$ cat src/rtl/hiccup_pkg.sv
package hiccup_pkg;

  typedef enum logic {
    PH_CHARGE = 1'b0,
    PH_DRAIN  = 1'b1
  } ramp_phase_e;

  // one charge step, holding at the top of the scale
  function automatic int ramp_up(int lvl, int top);
    return (lvl >= top) ? top : lvl + 1;
  endfunction

  // one discharge step, saturating at zero
  function automatic int ramp_down(int lvl, int step);
    return (lvl > step) ? lvl - step : 0;
  endfunction

endpackage

$ cat src/rtl/hs_sync.sv
module hs_sync #(
  parameter int W      = 8,
  parameter int STAGES = 2
) (
  input  logic         clk,
  input  logic         rst_n,
  input  logic [W-1:0] d,
  output logic [W-1:0] q
);

  logic [W-1:0] pipe [STAGES];

  for (genvar s = 0; s < STAGES; s++) begin : g_stage
    always_ff @(posedge clk or negedge rst_n) begin
      if (!rst_n)      pipe[s] <= '0;
      else if (s == 0) pipe[s] <= d;
      else             pipe[s] <= pipe[s-1];
    end
  end

  assign q = pipe[STAGES-1];

endmodule

$ cat src/rtl/hs_ramp.sv
module hs_ramp #(
  parameter int RAMP_W   = 10,
  parameter int DIS_STEP = 16,
  parameter int LOW_THR  = 3
) (
  input  logic              clk,
  input  logic              rst_n,
  input  logic              step_en,
  input  logic              trip_held,
  input  logic              fault,
  output logic [RAMP_W-1:0] level,
  output logic              up,
  output logic              drained,
  output logic              draining
);
  import hiccup_pkg::*;

  localparam int TOP = (1 << RAMP_W) - 1;

  ramp_phase_e phase;

  assign up       = (int'(level) == TOP);
  assign draining = (phase == PH_DRAIN);
  assign drained  = draining && (int'(level) <= LOW_THR);

  always_ff @(posedge clk or negedge rst_n) begin
    if (!rst_n) begin
      level <= '0;
      phase <= PH_CHARGE;
    end else if (fault) begin
      phase <= PH_CHARGE;
      if (step_en) level <= RAMP_W'(ramp_down(int'(level), DIS_STEP));
    end else begin
      unique case (phase)
        PH_CHARGE: begin
          if (trip_held && up) phase <= PH_DRAIN;
          else if (step_en)    level <= RAMP_W'(ramp_up(int'(level), TOP));
        end
        PH_DRAIN: begin
          if (drained)      phase <= PH_CHARGE;
          else if (step_en) level <= RAMP_W'(ramp_down(int'(level), DIS_STEP));
        end
        default: phase <= PH_CHARGE;
      endcase
    end
  end

endmodule

$ cat src/rtl/hs_strike.sv
module hs_strike #(
  parameter int STRIKES = 3,
  localparam int CNT_W  = $clog2(STRIKES + 1)
) (
  input  logic             clk,
  input  logic             rst_n,
  input  logic             trip,
  input  logic             ov,
  input  logic             drained,
  output logic             trip_held,
  output logic             trip_new,
  output logic             fault,
  output logic [CNT_W-1:0] strikes
);

  assign trip_new = trip && !trip_held && !fault;

  always_ff @(posedge clk or negedge rst_n) begin
    if (!rst_n) begin
      trip_held <= 1'b0;
      strikes   <= '0;
      fault     <= 1'b0;
    end else begin
      if (drained)       trip_held <= 1'b0;
      else if (trip_new) trip_held <= 1'b1;

      if (trip_new && (int'(strikes) < STRIKES)) strikes <= strikes + 1'b1;

      if (ov || (trip_new && (int'(strikes) == STRIKES - 1))) fault <= 1'b1;
    end
  end

endmodule

$ cat src/rtl/hiccup_supervisor.sv
module hiccup_supervisor #(
  parameter int NOUT        = 4,
  parameter int RAMP_W      = 10,
  parameter int DIS_STEP    = 16,
  parameter int LOW_THR     = 3,
  parameter int STRIKES     = 3,
  parameter int SYNC_STAGES = 2
) (
  input  logic              clk,
  input  logic              rst_n,
  input  logic              step_en,
  input  logic [1:0]        oc_flag,
  input  logic              luv_flag,
  input  logic              ov_flag,
  input  logic [NOUT-1:0]   uv_ok,
  output logic              inhibit,
  output logic              ss_dis,
  output logic              fault,
  output logic              pgood,
  output logic [RAMP_W-1:0] ramp
);

  localparam int SYNC_W = NOUT + 4;
  localparam int CNT_W  = $clog2(STRIKES + 1);

  logic [SYNC_W-1:0] flags_s;
  logic [NOUT-1:0]   uv_ok_w;
  logic [1:0]        oc_w;
  logic              luv_w, ov_w;
  logic              oc_any_w, up_w, drained_w, draining_w;
  logic              trip_w, trip_held_w, ocl_set_w, fault_w;
  logic [CNT_W-1:0]  strikes_w;

  hs_sync #(.W(SYNC_W), .STAGES(SYNC_STAGES)) u_sync (
    .clk (clk),
    .rst_n (rst_n),
    .d   ({ov_flag, luv_flag, oc_flag, uv_ok}),
    .q   (flags_s)
  );

  assign {ov_w, luv_w, oc_w, uv_ok_w} = flags_s;
  assign oc_any_w = |oc_w;
  assign trip_w   = oc_any_w || (luv_w && up_w);

  hs_strike #(.STRIKES(STRIKES)) u_strike (
    .clk       (clk),
    .rst_n     (rst_n),
    .trip      (trip_w),
    .ov        (ov_w),
    .drained   (drained_w),
    .trip_held (trip_held_w),
    .trip_new  (ocl_set_w),
    .fault     (fault_w),
    .strikes   (strikes_w)
  );

  hs_ramp #(.RAMP_W(RAMP_W), .DIS_STEP(DIS_STEP), .LOW_THR(LOW_THR)) u_ramp (
    .clk       (clk),
    .rst_n     (rst_n),
    .step_en   (step_en),
    .trip_held (trip_held_w),
    .fault     (fault_w),
    .level     (ramp),
    .up        (up_w),
    .drained   (drained_w),
    .draining  (draining_w)
  );

  assign fault   = fault_w;
  assign inhibit = trip_held_w || fault_w;
  assign ss_dis  = draining_w || fault_w;
  assign pgood   = (&uv_ok_w) && !inhibit;

endmodule

$ cat config.mk
export PLATFORM = sky130hd
export DESIGN_NAME = hiccup_supervisor
export DESIGN_NICKNAME = d
export VERILOG_FILES = /design/src/rtl/hiccup_pkg.sv /design/src/rtl/hs_sync.sv /design/src/rtl/hs_ramp.sv /design/src/rtl/hs_strike.sv /design/src/rtl/hiccup_supervisor.sv
export SDC_FILE = /design/constraint.sdc
export NUM_CORES = 1
export LEC_CHECK = 0
export BUFFER_PORTS_ARGS = -buffer_cell sky130_fd_sc_hd__clkbuf_2
export CAP_MARGIN = 5
export CORE_ASPECT_RATIO = 0.9
export CORE_MARGIN = 1.5
export CORE_UTILIZATION = 32
export CTS_BUF_LIST = sky130_fd_sc_hd__clkbuf_8
export CTS_CLUSTER_SIZE = 14
export DETAILED_ROUTE_END_ITERATION = 8
export SKIP_CTS_REPAIR_TIMING = 1
export SLEW_MARGIN = 30
export SYNTH_ARGS = -nofsm -noshare
export SYNTH_HDL_FRONTEND = slang
export SYNTH_SLANG_ARGS = --single-unit
$ cat constraint.sdc
create_clock -name clk -period 2.1 [get_ports clk]
set_clock_uncertainty 0.05 [all_clocks]
set_input_delay 0.21 -clock clk [delete_from_list [all_inputs] [get_ports clk]]
set_output_delay 0.21 -clock clk [all_outputs]
set_load 0.03 [all_outputs]
==> run summary, run 1 <==
Counting both buffers and inverters, the worst setup path holds a total of 1. The net switching power is approximately 940 uW. The number of top-level pins is 25. The path class of the lowest-slack min-delay path is flop to flop. For the pin with the worst max-slew slack, the measured transition is 0.764 ns. The TritonCTS sink count is 31. The count of mapped cells out of synthesis came out at 148. Once detail routing completed, the nets flagged for antenna violations numbered 0. The final layout contains routed wiring with a total length of between 3000 and 4000 um.

The total power per unit cell area came out at 1090 nW/um^2. Of the available clock period, the critical path in the final layout requires 0.964. The combinational share of power is 0.415. The total count of max-transition violations in the final report is 0. The synthesized netlist occupies a cell area of around 1600 um^2.

Of the cells placed in the final design, the portion with a size suffix greater than 1 is 0.370. In this run the deepest clock path goes through 2 buffers. The cell count of the worst reg-to-reg path is 7. After synthesis, the share of flip-flops with an asynchronous set or reset is 1.00. The number of antenna diodes in the final layout is 0.

The footprint of the multi-input gates came out at 783 um^2. Walking the worst path, the cells encountered are ha_2, and4_4, a311oi_4, or3_4, buf_4, nor2_1, a211oi_2. The tree is rooted in a sky130_fd_sc_hd__clkbuf_8. The maximum number of pins on one net before global-route repair came out at 32. The number of different library cells used by synthesis comes to 49. The number of fill cells in the layout is ~480. The via count of the first global-routing pass came to between 1,000 and 1,500. The floorplan has 24 rows. In the routed design, unresolved DRC markers number 0. The number of failing setup endpoints in the final timing report is 0. The number of max-cap violations is 0. The achievable clock frequency is just under 500 MHz. STA classifies the critical path endpoint as a flop. The count of buffers from port buffering is 24. The count of flip-flops with a built-in enable after synthesis is 0. The area overhead of the layout relative to synthesis came out at 30.6%. Dividing the detail-routed wire length by the instance count gives 14.0 um. For this run, the leading register cell type out of synthesis is sky130_fd_sc_hd__dfrtp_1. The count of routing violations after the opening detailed-route iteration is around 110. The critical path depth is 7.

In the layout the commonest cells are 28 x sky130_fd_sc_hd__dfrtp_1, 24 x sky130_fd_sc_hd__clkbuf_2, 15 x sky130_fd_sc_hd__nor2_1, 15 x sky130_fd_sc_hd__buf_4, 12 x sky130_fd_sc_hd__a21oi_1. The initial standard-cell utilization of the core came out at 0.331. The tightest slew margin relative to the limit came out at 0.490. The data arrival time of the critical path came out at 2.15 ns. The overall die area came out at about 5400 um^2.

The clock latency of the later-clocked register in the worst-skew pair is roughly 0.29 ns. The deepest level of the CTS H-tree is 2. Grouping stages by cell kind, the critical path spends the most delay in simple AND/OR/NAND/NOR gates. The count of TritonRoute iterations in the first routing pass is 4. VDD sags by at most roughly 0.00045 V.

The slowest stage of the critical path belongs to the cell sky130_fd_sc_hd__or3_4. The largest stage delay on the critical path came out at between 0.4 and 0.5 ns. The post-DP HPWL came out at 2500 um. The final estimated routing congestion in global placement came out at about 0.88.

The total design power is between 2 and 2.5 mW. The minimum setup slack among reg-to-reg paths is 0.08 ns. The sequential cells in the finished layout cover a total of about 780 um^2. The share of total power dissipated in the clock network is 0.207. The launching element type of the critical path is a flop.

TritonCTS built the clock tree. In this run the worst setup path begins at u_ramp.level[4]$_DFFE_PN0P_. The share of the yosys chip area belonging to registers came out at 0.485.

Measured along the y axis, the die boundary spans roughly 70 um. The net switching share of the total power is 0.414. The clock-pin transition on the worst setup and hold timing paths is 0.07 ns. When the netlist entered floorplanning its net count stood at roughly 170.

The total overflow reported by the global router is 0. Across all hold checks on the routed design, the worst slack comes to ~0.3 ns. The peak fanout along the critical path came out at 7. The worst reg2reg path startpoint is u_ramp.level[4]$_DFFE_PN0P_.

The worst setup path is of the flop to flop kind. The final-report hold violation count is 0. Leaving out fill and tap cells, the most frequent cell in the layout is sky130_fd_sc_hd__dfrtp_1. The yosys synthesis warning count came out at 0. The via count is 1,335. For this design the static power due to leakage is 0.902 nW. The internal cell power came out at 1.33 mW. Setup repair after global routing left no endpoint under its margin. The initial antenna violation count is 0. The run finished with clean final reports. The critical path required time is ~2.2 ns. The core area is approximately 4800 um^2. The smallest clock period supported by the final layout is computed as roughly 2.0 ns. Buffers inserted during clock tree synthesis total 5. The synthesized design contains 31 register bits. The die boundary width is between 70 and 80 um.

The average via count per standard cell is around 5.0. The sequential fraction of design power is 0.378. The most critical setup path has its endpoint at u_ramp.level[7]$_DFFE_PN0P_. The first global-routing pass estimated about 6000 um of wire. The post-layout net count came out at between 200 and 250. Along the worst hold path, the cell count comes to 0. The global routing usage summed across all routing layers is 0.143. The endpoint of the worst register-to-register path is u_ramp.level[7]$_DFFE_PN0P_. The average cell area after synthesis is 10.8 um^2.
==> final cells by class <==
cell class | count | area share
multi-input cells | 104 | 0.375
clock buffers | 5 | 0.0329
repair buffers | 48 | 0.154
flip-flops and latches | 31 | 0.373
clock inverters | 3 | 0.00958
well taps | 65 | 0.0389
inverters | 9 | 0.0162
==> cell usage after synthesis, drive strengths merged (2+ instances only) <==
cell,instances,area share
dfrtp,31,0.48
nor2,15,0.035
a21oi,13,0.043
inv,9,0.021
ha,7,0.055
nand3,7,0.022
nand2,6,0.014
nor3,5,0.022
o21ai,5,0.016
a31oi,4,0.025
buf,4,0.022
o22a,4,0.022
a211oi,3,0.020
and4,3,0.017
a221oi,2,0.011
a22oi,2,0.0094
and3,2,0.0086
nand4,2,0.0078
o211ai,2,0.0094
or2,2,0.0078
==> power groups by stage <==
stage                     logic (mW)  clock network, mW  registers, mW
after floorplan                0.428                  0           1.01
after global placement         0.898                  0          0.860
after detailed placement       0.888                  0          0.866
after CTS                      0.898              0.492          0.855
after global routing            1.03              0.517          0.876
final                          0.943              0.471          0.858
==> flip-flops by register name, summed over array words and instances (netlist names) <==
signal / count
u_sync.pipe: 8
u_strike.trip_held: 1
u_sync.q: 8
u_ramp.level: 10
u_strike.fault: 1
u_strike.strikes: 2
u_ramp.draining: 1
==> how the worst min path moves through the flow <==
stage	startpoint	to	slack, ns
6_report	u_sync.pipe[8]$_DFF_PN0_	u_sync.q[0]$_DFF_PN0_	0.30
5_1_grt	u_sync.pipe[14]$_DFF_PN0_	u_sync.q[6]$_DFF_PN0_	0.30
4_1_cts	rst_n	u_ramp.level[5]$_DFFE_PN0P_	-0.04
3_5_place_dp	rst_n	u_ramp.level[5]$_DFFE_PN0P_	0.27
3_3_place_gp	rst_n	u_ramp.level[7]$_DFFE_PN0P_	0.27
2_1_floorplan	rst_n	u_ramp.draining$_DFF_PN0_	-0.14
==> kinds of logic (layout without fill, tap and decap cells) <==
logic type	after synthesis	after routing	share of synthesized area
fa+ha+maj	7	7	0.0547
buf+inv	14	65	0.0453
flops	31	31	0.485
compound gates	43	43	0.210
xor+xnor	2	2	0.0109
simple gates	50	51	0.188
mux	1	1	0.00626
==> stage by stage <==
| step | worst slack, ns | util | instances | area (um^2) | setup TNS [ns] |
|---|---|---|---|---|---|
| floorplan | 0.00830 | - | 148 | 1600 | 0 |
| detailed placement | -0.0206 | 0.382 | 243 | 1850 | -0.0290 |
| finish | 0.0758 | 0.432 | 265 | 2090 | 0 |
| CTS | -0.0496 | 0.401 | 251 | 1940 | -0.0998 |
| global placement | -0.0465 | 0.382 | 243 | 1850 | -0.0616 |
| global route | 0.0276 | 0.432 | 265 | 2090 | 0 |
==> per-layer routing <==
metal | track usage | vias up | part of all wire
li1 | - | 651 | -
met1 | 0.201 | 627 | 0.49
met2 | 0.208 | 52 | 0.44
met3 | 0.0392 | 5 | 0.058
met4 | 0.0545 | 0 | 0.011
met5 | 0 | - | 0
No activity file was read; power rests on OpenSTA's default activity.
==> run 2, diff against run 1 <==
- CORE_ASPECT_RATIO: 0.9 -> unset
- PLACE_DENSITY: unset -> 0.51
==> run summary, run 2 (same netlist as run 1, synthesis figures left out) <==
The count of routing violations after the opening detailed-route iteration was 116 (was 105). Most frequent cells in the layout: 29 x sky130_fd_sc_hd__dfrtp_1, 24 x sky130_fd_sc_hd__clkbuf_2, 15 x sky130_fd_sc_hd__nor2_1 (was 28 x sky130_fd_sc_hd__dfrtp_1, 24 x sky130_fd_sc_hd__clkbuf_2, 15 x sky130_fd_sc_hd__nor2_1, 15 x sky130_fd_sc_hd__buf_4, 12 x sky130_fd_sc_hd__a21oi_1). The clock latency of the later-clocked register in the worst-skew pair came out at 0.28 ns (was 0.29 ns).

The final routed wirelength across all metal layers came to 3800 um (was 3720 um). The kind of end point of the critical path is a flop (unchanged). The final cell area excluding filler cells was 2070 um^2 (was 2090 um^2).

The tightest slew margin relative to the limit came out at 0.494 (was 0.490). The cell count of the worst reg-to-reg path came to 6 (was 7). The final standard cell utilization of the core is 0.435 (was 0.432).

Outcome: finished, violations left (was completed). The peak supply drop is 0.000385 V (was 0.000454 V). The number of fill cells in the layout is 482 (was 478).

The number of top-level pins came out at 25 (unchanged). The total count of max-transition violations in the final report is 0 (unchanged). The number of failing setup endpoints in the final timing report came out at 0 (unchanged). The most common cell after layout, fill and taps aside is sky130_fd_sc_hd__dfrtp_1 (unchanged).

The global-route wire length before repair is 6250 um (was 6000 um). The average via count per standard cell came out at 5.02 (was 5.04). The data arrival time of the critical path is 2.15 ns (about the same). The overall die area is 5430 um^2 (about the same).

The root cell of the clock tree is sky130_fd_sc_hd__clkbuf_8 (unchanged). RSZ-0062 raised after global routing: yes (was no). The final period utilization was 0.964 (about the same). The via count is 1,326 (was 1,335). The launching element type of the critical path was a flop (unchanged). The endpoint of the worst register-to-register path is u_ramp.level[4]$_DFFE_PN0P_ (was u_ramp.level[7]$_DFFE_PN0P_). The die boundary width came out at 73.7 um (was 77.5 um). The final estimated routing congestion in global placement is 0.861 (was 0.882). The flip-flop count of the largest register, all copies and words added was 10 (unchanged).

The critical path startpoint is u_ramp.level[1]$_DFFE_PN0P_ (was u_ramp.level[4]$_DFFE_PN0P_). The cell area after placement is 1840 um^2 (was 1850 um^2). The total overflow reported by the global router is 0 (unchanged). The DRC violation count after routing came out at 0 (unchanged). The floorplan row count came to 25 (was 24).

The slew at the pin with the worst max-slew slack is 0.759 ns (was 0.764 ns). The total design power is 2.27 mW (about the same). The worst reg2reg path startpoint is u_ramp.level[1]$_DFFE_PN0P_ (was u_ramp.level[4]$_DFFE_PN0P_). The minimum clock period came out at 2.03 ns (was 2.02 ns).

The peak fanout along the critical path is 6 (was 7). The post-DP HPWL is 2670 um (was 2500 um). The diode insertion count for antenna repair is 0 (unchanged). The achievable clock frequency is 494 MHz (about the same).

The end point of the critical path is u_ramp.level[4]$_DFFE_PN0P_ (was u_ramp.level[7]$_DFFE_PN0P_). The clock-pin transition on the worst setup and hold timing paths came to 0.07 ns (about the same). The mean routed wirelength per cell is 14.4 um (was 14.0 um).

The TritonCTS clock tree was done (unchanged). The footprint of the multi-input gates came out at 785 um^2 (was 783 um^2). The initial standard-cell utilization of the core is 0.337 (was 0.331). The global routing usage summed across all routing layers was 0.154 (was 0.143). The area overhead of the layout relative to synthesis was 29.2% (was 30.6%).

The post-layout net count came out at 214 (was 217). The placed cell count is 244 (was 243). The hold slack is -0.0645 ns (was 0.298 ns).

The initial antenna violation count is 0 (unchanged). The final reports fail on hold timing. The via count of the first global-routing pass came out at 1,357 (was 1,265). The core area came out at 4750 um^2 (was 4830 um^2).

The final-report hold violation count is 31 (was 0). The sequential cell area in the final layout is 778 um^2 (was 779 um^2). The count of buffers from port buffering was 24 (unchanged). The minimum setup slack among reg-to-reg paths is 0.07 ns (was 0.08 ns).

The share of final-layout standard cells stronger than drive strength 1 came out at 0.355 (was 0.370). The static leakage came to 0.897 nW (was 0.902 nW). The number of buffers inserted during clock tree synthesis is 5 (unchanged). The path class of the lowest-slack min-delay path is input pin to asynchronous set/reset pin (was flop to flop). The number of max-cap violations is 0 (unchanged). The TritonCTS sink count came out at 31 (unchanged). The count of nets left with antenna violations after detail routing is 0 (unchanged). The total power per unit cell area came out at 1100 nW/um^2 (was 1090 nW/um^2). The deepest level of the CTS H-tree is 2 (unchanged). The height of the chip came out at 73.7 um (was 70.1 um). The count of non-filler cells in the finished layout is 264 (was 265). The critical path required time is 2.22 ns (about the same). The count of TritonRoute iterations in the first routing pass came out at 4 (unchanged). The maximum number of pins on one net before global-route repair is 32 (unchanged).

The buffer levels on the longest clock path is 2 (unchanged). The critical setup path kind was flop to flop (unchanged). The top register by number of flip-flops is u_ramp.level (unchanged).
run 2: changes by cell type in the layout (fill, tap and decap cells not counted), moves of 2 or more:
cell | previous run | this run
sky130_fd_sc_hd__buf_4 | 15 | 13
sky130_fd_sc_hd__ha_2 | 3 | 1
sky130_fd_sc_hd__o21ai_1 | 0 | 3
sky130_fd_sc_hd__o21ai_0 | 5 | 2
sky130_fd_sc_hd__ha_1 | 4 | 6
run 2: through the flow:
step | setup TNS (ns) | worst slack (ns)
after floorplan | 0 | 0.00830
after global placement | 0 | 0.0502
after global routing | -0.0239 | -0.0151
after CTS | 0 | 0.00102
after detailed placement | 0 | 0.0106
final | 0 | 0.0747
run 2: layer usage:
metal / track usage / routed length, um / up-vias
li1: - / - / 639
met1: 0.190 / 1770 / 643
met2: 0.240 / 1810 / 38
met3: 0.0357 / 162 / 6
met4: 0.0988 / 53 / 0
met5: 0 / 0 / -
run 2: report_power, final:
part           leakage [nW]  switching [mW]  internal [mW]  total, mW
sequential            0.368           0.144          0.706      0.850
clock                0.0402           0.230          0.230      0.460
combinational         0.488           0.560          0.398      0.958
total                 0.897           0.934           1.33       2.27
run 2: worst max-delay path, cell delays in order, from the launching register on:
cell and delay, ns:
sky130_fd_sc_hd__dfrtp_1 0.42, sky130_fd_sc_hd__ha_2 0.24, sky130_fd_sc_hd__and4_2 0.31, sky130_fd_sc_hd__a311oi_4 0.13, sky130_fd_sc_hd__or3_4 0.47, sky130_fd_sc_hd__o21a_1 0.13, sky130_fd_sc_hd__o22a_1 0.17
run 2: worst min-delay path by stage:
stage | cells after the start | start | endpoint | slack [ns]
after floorplan | 0 | rst_n | u_ramp.draining$_DFF_PN0_ | -0.14
after global placement | 1 | rst_n | u_ramp.level[7]$_DFFE_PN0P_ | 0.27
after detailed placement | 1 | ov_flag | u_sync.pipe[15]$_DFF_PN0_ | 0.27
after CTS | 1 | rst_n | u_ramp.level[7]$_DFFE_PN0P_ | -0.03
after global routing | 1 | rst_n | u_sync.q[6]$_DFF_PN0_ | 0.008
final | 1 | rst_n | u_ramp.level[5]$_DFFE_PN0P_ | -0.06
run 2: cell type report:
type                            count  share of cell area
Tap cell                           67              0.0406
Multi-Input combinational cell    104               0.380
Inverter                            9              0.0163
Timing Repair Buffer               45               0.144
Sequential cell                    31               0.377
Clock buffer                        5              0.0333
Clock inverter                      3             0.00969
